===== src/rtl/dual_lane_spi_master.sv =====
module dual_lane_spi_master #(
  parameter int DIVW = 8
) (
  input  logic            clk,
  input  logic            rst_n,
  input  logic            start,
  input  logic [7:0]      tx_byte,
  input  logic            dual,
  input  logic [1:0]      dev_sel,
  input  logic            end_cmd,
  input  logic [DIVW-1:0] half_div,
  input  logic            miso,
  output logic            sclk,
  output logic            mosi,
  output logic            lane2_n,
  output logic            sel_a_n,
  output logic            sel_b_n,
  output logic            busy,
  output logic            done,
  output logic [7:0]      rx_byte
);
  localparam logic [2:0] LAST_ONE = 3'd7;
  localparam logic [2:0] LAST_TWO = 3'd3;

  logic [DIVW-1:0] cnt;
  logic [2:0]      slot;
  logic [7:0]      sh;
  logic [7:0]      rx;
  logic            mode;

  wire tick = (cnt == half_div);
  wire last = (slot == (mode ? LAST_TWO : LAST_ONE));

  assign mosi    = busy & sh[7];
  assign lane2_n = (busy & mode) ? sh[6] : 1'b1;

  always_ff @(posedge clk or negedge rst_n) begin
    if (!rst_n) begin
      busy    <= 1'b0;
      done    <= 1'b0;
      sclk    <= 1'b0;
      cnt     <= '0;
      slot    <= '0;
      sh      <= '0;
      rx      <= '0;
      mode    <= 1'b0;
      rx_byte <= '0;
      sel_a_n <= 1'b1;
      sel_b_n <= 1'b1;
    end else begin
      done <= 1'b0;
      if (!busy) begin
        if (start) begin
          busy    <= 1'b1;
          sh      <= tx_byte;
          rx      <= '0;
          mode    <= dual;
          cnt     <= '0;
          slot    <= '0;
          sclk    <= 1'b0;
          sel_a_n <= dev_sel[1];
          sel_b_n <= ~dev_sel[1];
        end else if (end_cmd) begin
          sel_a_n <= 1'b1;
          sel_b_n <= 1'b1;
        end
      end else if (tick) begin
        cnt  <= '0;
        sclk <= ~sclk;
        if (!sclk) begin
          rx <= {rx[6:0], miso};
        end else if (last) begin
          busy    <= 1'b0;
          done    <= 1'b1;
          rx_byte <= rx;
        end else begin
          slot <= slot + 3'd1;
          sh   <= mode ? {sh[5:0], 2'b00} : {sh[6:0], 1'b0};
        end
      end else begin
        cnt <= cnt + 1'b1;
      end
    end
  end
endmodule



===== config.mk =====
export PLATFORM = sky130hd
export DESIGN_NAME = dual_lane_spi_master
export DESIGN_NICKNAME = d
export VERILOG_FILES = /design/src/rtl/dual_lane_spi_master.sv
export SDC_FILE = /design/constraint.sdc
export NUM_CORES = 1
export LEC_CHECK = 0
export ABC_AREA = 1
export BUFFER_PORTS_ARGS = -buffer_cell sky130_fd_sc_hd__buf_2
export CORE_ASPECT_RATIO = 1.2
export CORE_MARGIN = 2
export CORE_UTILIZATION = 34
export CTS_BUF_LIST = sky130_fd_sc_hd__clkbuf_4 sky130_fd_sc_hd__clkbuf_8
export DETAILED_ROUTE_END_ITERATION = 6
export SETUP_SLACK_MARGIN = 0.05
export SLEW_MARGIN = 20
export SYNTH_ARGS = -nofsm -noshare
export SYNTH_HDL_FRONTEND = slang
export SYNTH_SLANG_ARGS = --single-unit

===== constraint.sdc =====
create_clock -name clk -period 3.1 [get_ports clk]
set_input_delay 0.62 -clock clk [delete_from_list [all_inputs] [get_ports clk]]
set_output_delay 0.62 -clock clk [all_outputs]
set_load 0.01 [all_outputs]

==> results.txt <==
----------------------------------------------------
[Cells and area]
  Most used cells in the layout excluding fill and tap cells ... 73 x nand2_1, 45 x inv_1, 39 x dfrtp_1
  Area grow syn2layout ... 13.68%
  Post-layout nets ... ~360
  Core occupancy in the finished layout ... 39.69%
  Most common library cell in the layout ignoring fill and taps ... nand2_1
  Final-layout fill cell count ... between 700 and 800
  Layout cell share with drive strength beyond 1 ... 25.37%
  Number of diodes added for antenna fixing ... 0

[Setup path]
  Flop-to-flop setup slack ... 1.29 ns
  Worst path required time ... 2.48 ns
  Sort of element at the start of the critical path ... flop
  Bufs and invs on worst path ... 2
  Register-to-Register Path Depth ... 6
  Critical path peak fanout ... 12
  Top cell family by delay on the critical path ... flip-flops
  Chain of cells forming the critical path ... inv_1 -> nor2_1 -> nand2_1 -> buf_2
  Worst-path cell with the longest stage delay ... dfrtp_1
  Worst R2R Start ... busy
  R2R Path End ... busy
  Critical path class ... flop to primary output
  Worst Path Arrival ... approximately 1.4 ns
  Maximum single-stage delay on the critical path ... between 0.5 and 0.6 ns
  Endpoint class of the critical path ... primary output

[Route]
  Via-to-Cell Ratio ... around 4.5
  Antenna-violating nets left ... 0
  Detailed Route Iter0 Violations ... about 130
  First drt pass iteration count ... 4
  Wirelength, routed ... ~4600 µm
  DRC ... 0
  Via Count ... roughly 1900
  Wire length per cell ... ~11 µm

[Placement]
  Buffers added on ports ... 37
  Post-detail-place hpwl ... 3273 µm
  Final GP Congestion ... 0.7651

[CTS]
  Clock latency at the later pin of the worst-skew pair ... 0.29 ns
  Setup Buffers After CTS ... 0
  Depth of the CTS H-tree ... 2
  Number of clock sinks ... 41
  Quantity of gates resized following cts ... 0
  Num CTS Buffers ... 5
  Maximum clock insertion buffer count ... 2
  Master cell of the clock root buffer ... clkbuf_8
  Clock slew at reported path FFs ... 0.08 ns
  Number of hold buffers added after cts ... 0
  Clock tree from TritonCTS ... done

[STA]
  Final sum of negative setup slack ... 0 ns
  Minimum clock period after layout ... ~2.1 ns
  Fin Clk Skew ... approximately 0.0030 ns
  Worst-case headroom to the max-slew limit ... between 30 and 40%
  Number of failing hold endpoints at the final stage ... 0
  Max Clock Freq ... roughly 500 MHz
  Setup repair after global routing missed its margin ... no
  Actual transition at the worst max-transition pin ... roughly 0.9 ns
  Final count of negative-setup-slack endpoints ... 0
  Fraction of the cycle the final worst path needs ... around 66%
  Slew Limit Fails ... 0

[Logic synthesis]
  Post-synthesis compound-gate area fraction ... about 6.3%
  Multiplexer share of the synthesized area ... 0%
  Syn Area/Cell ... approximately 7.9 µm²
  Post-synthesis sequential area ratio ... a little over two fifths
  Dominant combinational cell family by area after synthesis ... simple AND/OR/NAND/NOR gates
  Gate Count Post-Synth ... 300
  Adder-cell share of the synthesized area ... about 1.1%
  Number of synthesized flops with an enable pin ... 0
  Synth cell types ... 27
  Flip-flop and latch count after synthesis ... 41
  Syn_nets ... approximately 330
  Xor/xnor cell area share of the yosys netlist ... ~3.3%
  Primary FF master, synth ... dfrtp_1
  Yosys warning total ... 0
  Simple logic cell fraction of the synthesized area ... a little over a third
  Area of the mapped netlist ... around 0.0024 mm²
  Fraction of registers with async set/reset ... between 90% and 100%

[Global routing]
  Aggregate global routing overflow ... 0
  Largest net degree at the start of global routing ... between 40 and 50
  Global-route wire length before repair ... about 8700 µm
  Antenna violations before repair ... 0
  GRT Util Overall ... between 10 and 15%
  Number of global-route vias before repair ... between 1500 and 2000

[Floorplan]
  Die span in x ... ~80 µm
  Floorplan core area ... 0.006813 mm²
  Number of rows created at floorplan ... 33
  Boundary pin count ... 39
  Die footprint ... just under 0.008 mm²
  Height of the chip ... 95.62 µm
  Initial core utilization ... a little over a third

[Run status]
  Result of the run ... finished, final reports clean

[Power and ir drop]
  Peak supply drop ... around 0.23 mV
  PD cells ... approximately 560 mW/mm²
  Static leakage power ... roughly 1.5 nW

[Run]
  Total of max-cap violations ... 0

[Min path]
  Classification of the worst-slack hold path ... input port to asynchronous set/reset pin

----------------------------------------------------
## how the worst max path moves through the flow
stage                 from      end  slack (ns)  depth (start not counted)
2_1_floorplan         busy     mosi        1.45                          5
3_3_place_gp   half_div[6]    rx[1]        1.25                          7
3_5_place_dp          busy     busy        1.27                          6
4_1_cts               busy  lane2_n        1.03                          4
5_1_grt               busy  lane2_n        0.87                          4
6_report              busy  lane2_n        1.05                          4
## report_power, final
| part | total [mW] | switching [mW] | internal (mW) |
|---|---|---|---|
| combinational | 0.464 | 0.281 | 0.183 |
| sequential | 0.718 | 0.0934 | 0.625 |
| clock | 0.344 | 0.189 | 0.155 |
| total | 1.53 | 0.563 | 0.963 |
## stage by stage
step	power (mW)	std cells	hold WS, ns	setup WS [ns]	cell area (µm²)
global placement	1.187	418	0.4671	1.249	2618
CTS	1.548	426	0.4799	1.030	2704
global route	1.663	426	0.4990	0.8734	2704
finish	1.526	426	0.4497	1.046	2704
floorplan	1.076	300	0.3244	1.448	2379
detailed placement	1.196	418	0.4674	1.275	2618
## area by class of cell
class | instances | area [µm²] | area share [%]
Tap cell | 87 | 108.9 | 4.026
Sequential cell | 41 | 1028 | 38.04
Clock buffer | 5 | 68.82 | 2.545
Timing Repair Buffer | 39 | 200.2 | 7.404
Clock inverter | 3 | 17.52 | 0.6478
Multi-Input combinational cell | 202 | 1096 | 40.54
Inverter | 49 | 183.9 | 6.802
## routing by layer
| metal | GRT usage, % | wire, µm |
|---|---|---|
| met5 | 0 | 0 |
| met4 | 4.237 | 53 |
| met3 | 2.841 | 208 |
| met2 | 24.17 | 2098 |
| met1 | 18.78 | 2238 |
## Yosys cell counts (3+ instances only)
cell type	number	area (µm²)
nand2_2	21	131.4
nor3_1	3	15.01
nand2_4	4	45.04
dfrtp_1	39	975.9
inv_2	4	15.01
o22ai_1	5	31.28
o21ai_0	21	105.1
xor2_1	4	35.03
nand3b_1	8	60.06
nor2_1	14	52.55
xnor2_1	5	43.79
nand2_1	73	274.0
nor2_4	5	56.30
nand3_1	31	155.2
buf_2	4	20.02
inv_1	45	168.9
## registers in the layout, indices dropped and copies added (netlist names)
register	cells
busy	1
cnt	8
done	1
mode	1
rx	8
rx_byte	8
sclk	1
sel_a_n	1
sel_b_n	1
sh	8
slot	3
## worst reg2reg max path: stages, from the launching register on
cell and delay (ns):
dfrtp_1 0.52, buf_4 0.32, nand2_1 0.29, nor2_4 0.31, nand2_4 0.12, nand2_1 0.10, inv_1 0.05
## cells by family (layout without fill, tap and decap cells)
group / count (synthesis) / count (layout)
and+or+nand+nor: 163 / 163
buffers and inverters: 57 / 96
DFF: 41 / 41
AOI/OAI and AO/OA: 28 / 28
xor gates and xnor gates: 9 / 9
adders and majority gates: 2 / 2
Note: power is estimated with default switching activity, not from simulation.
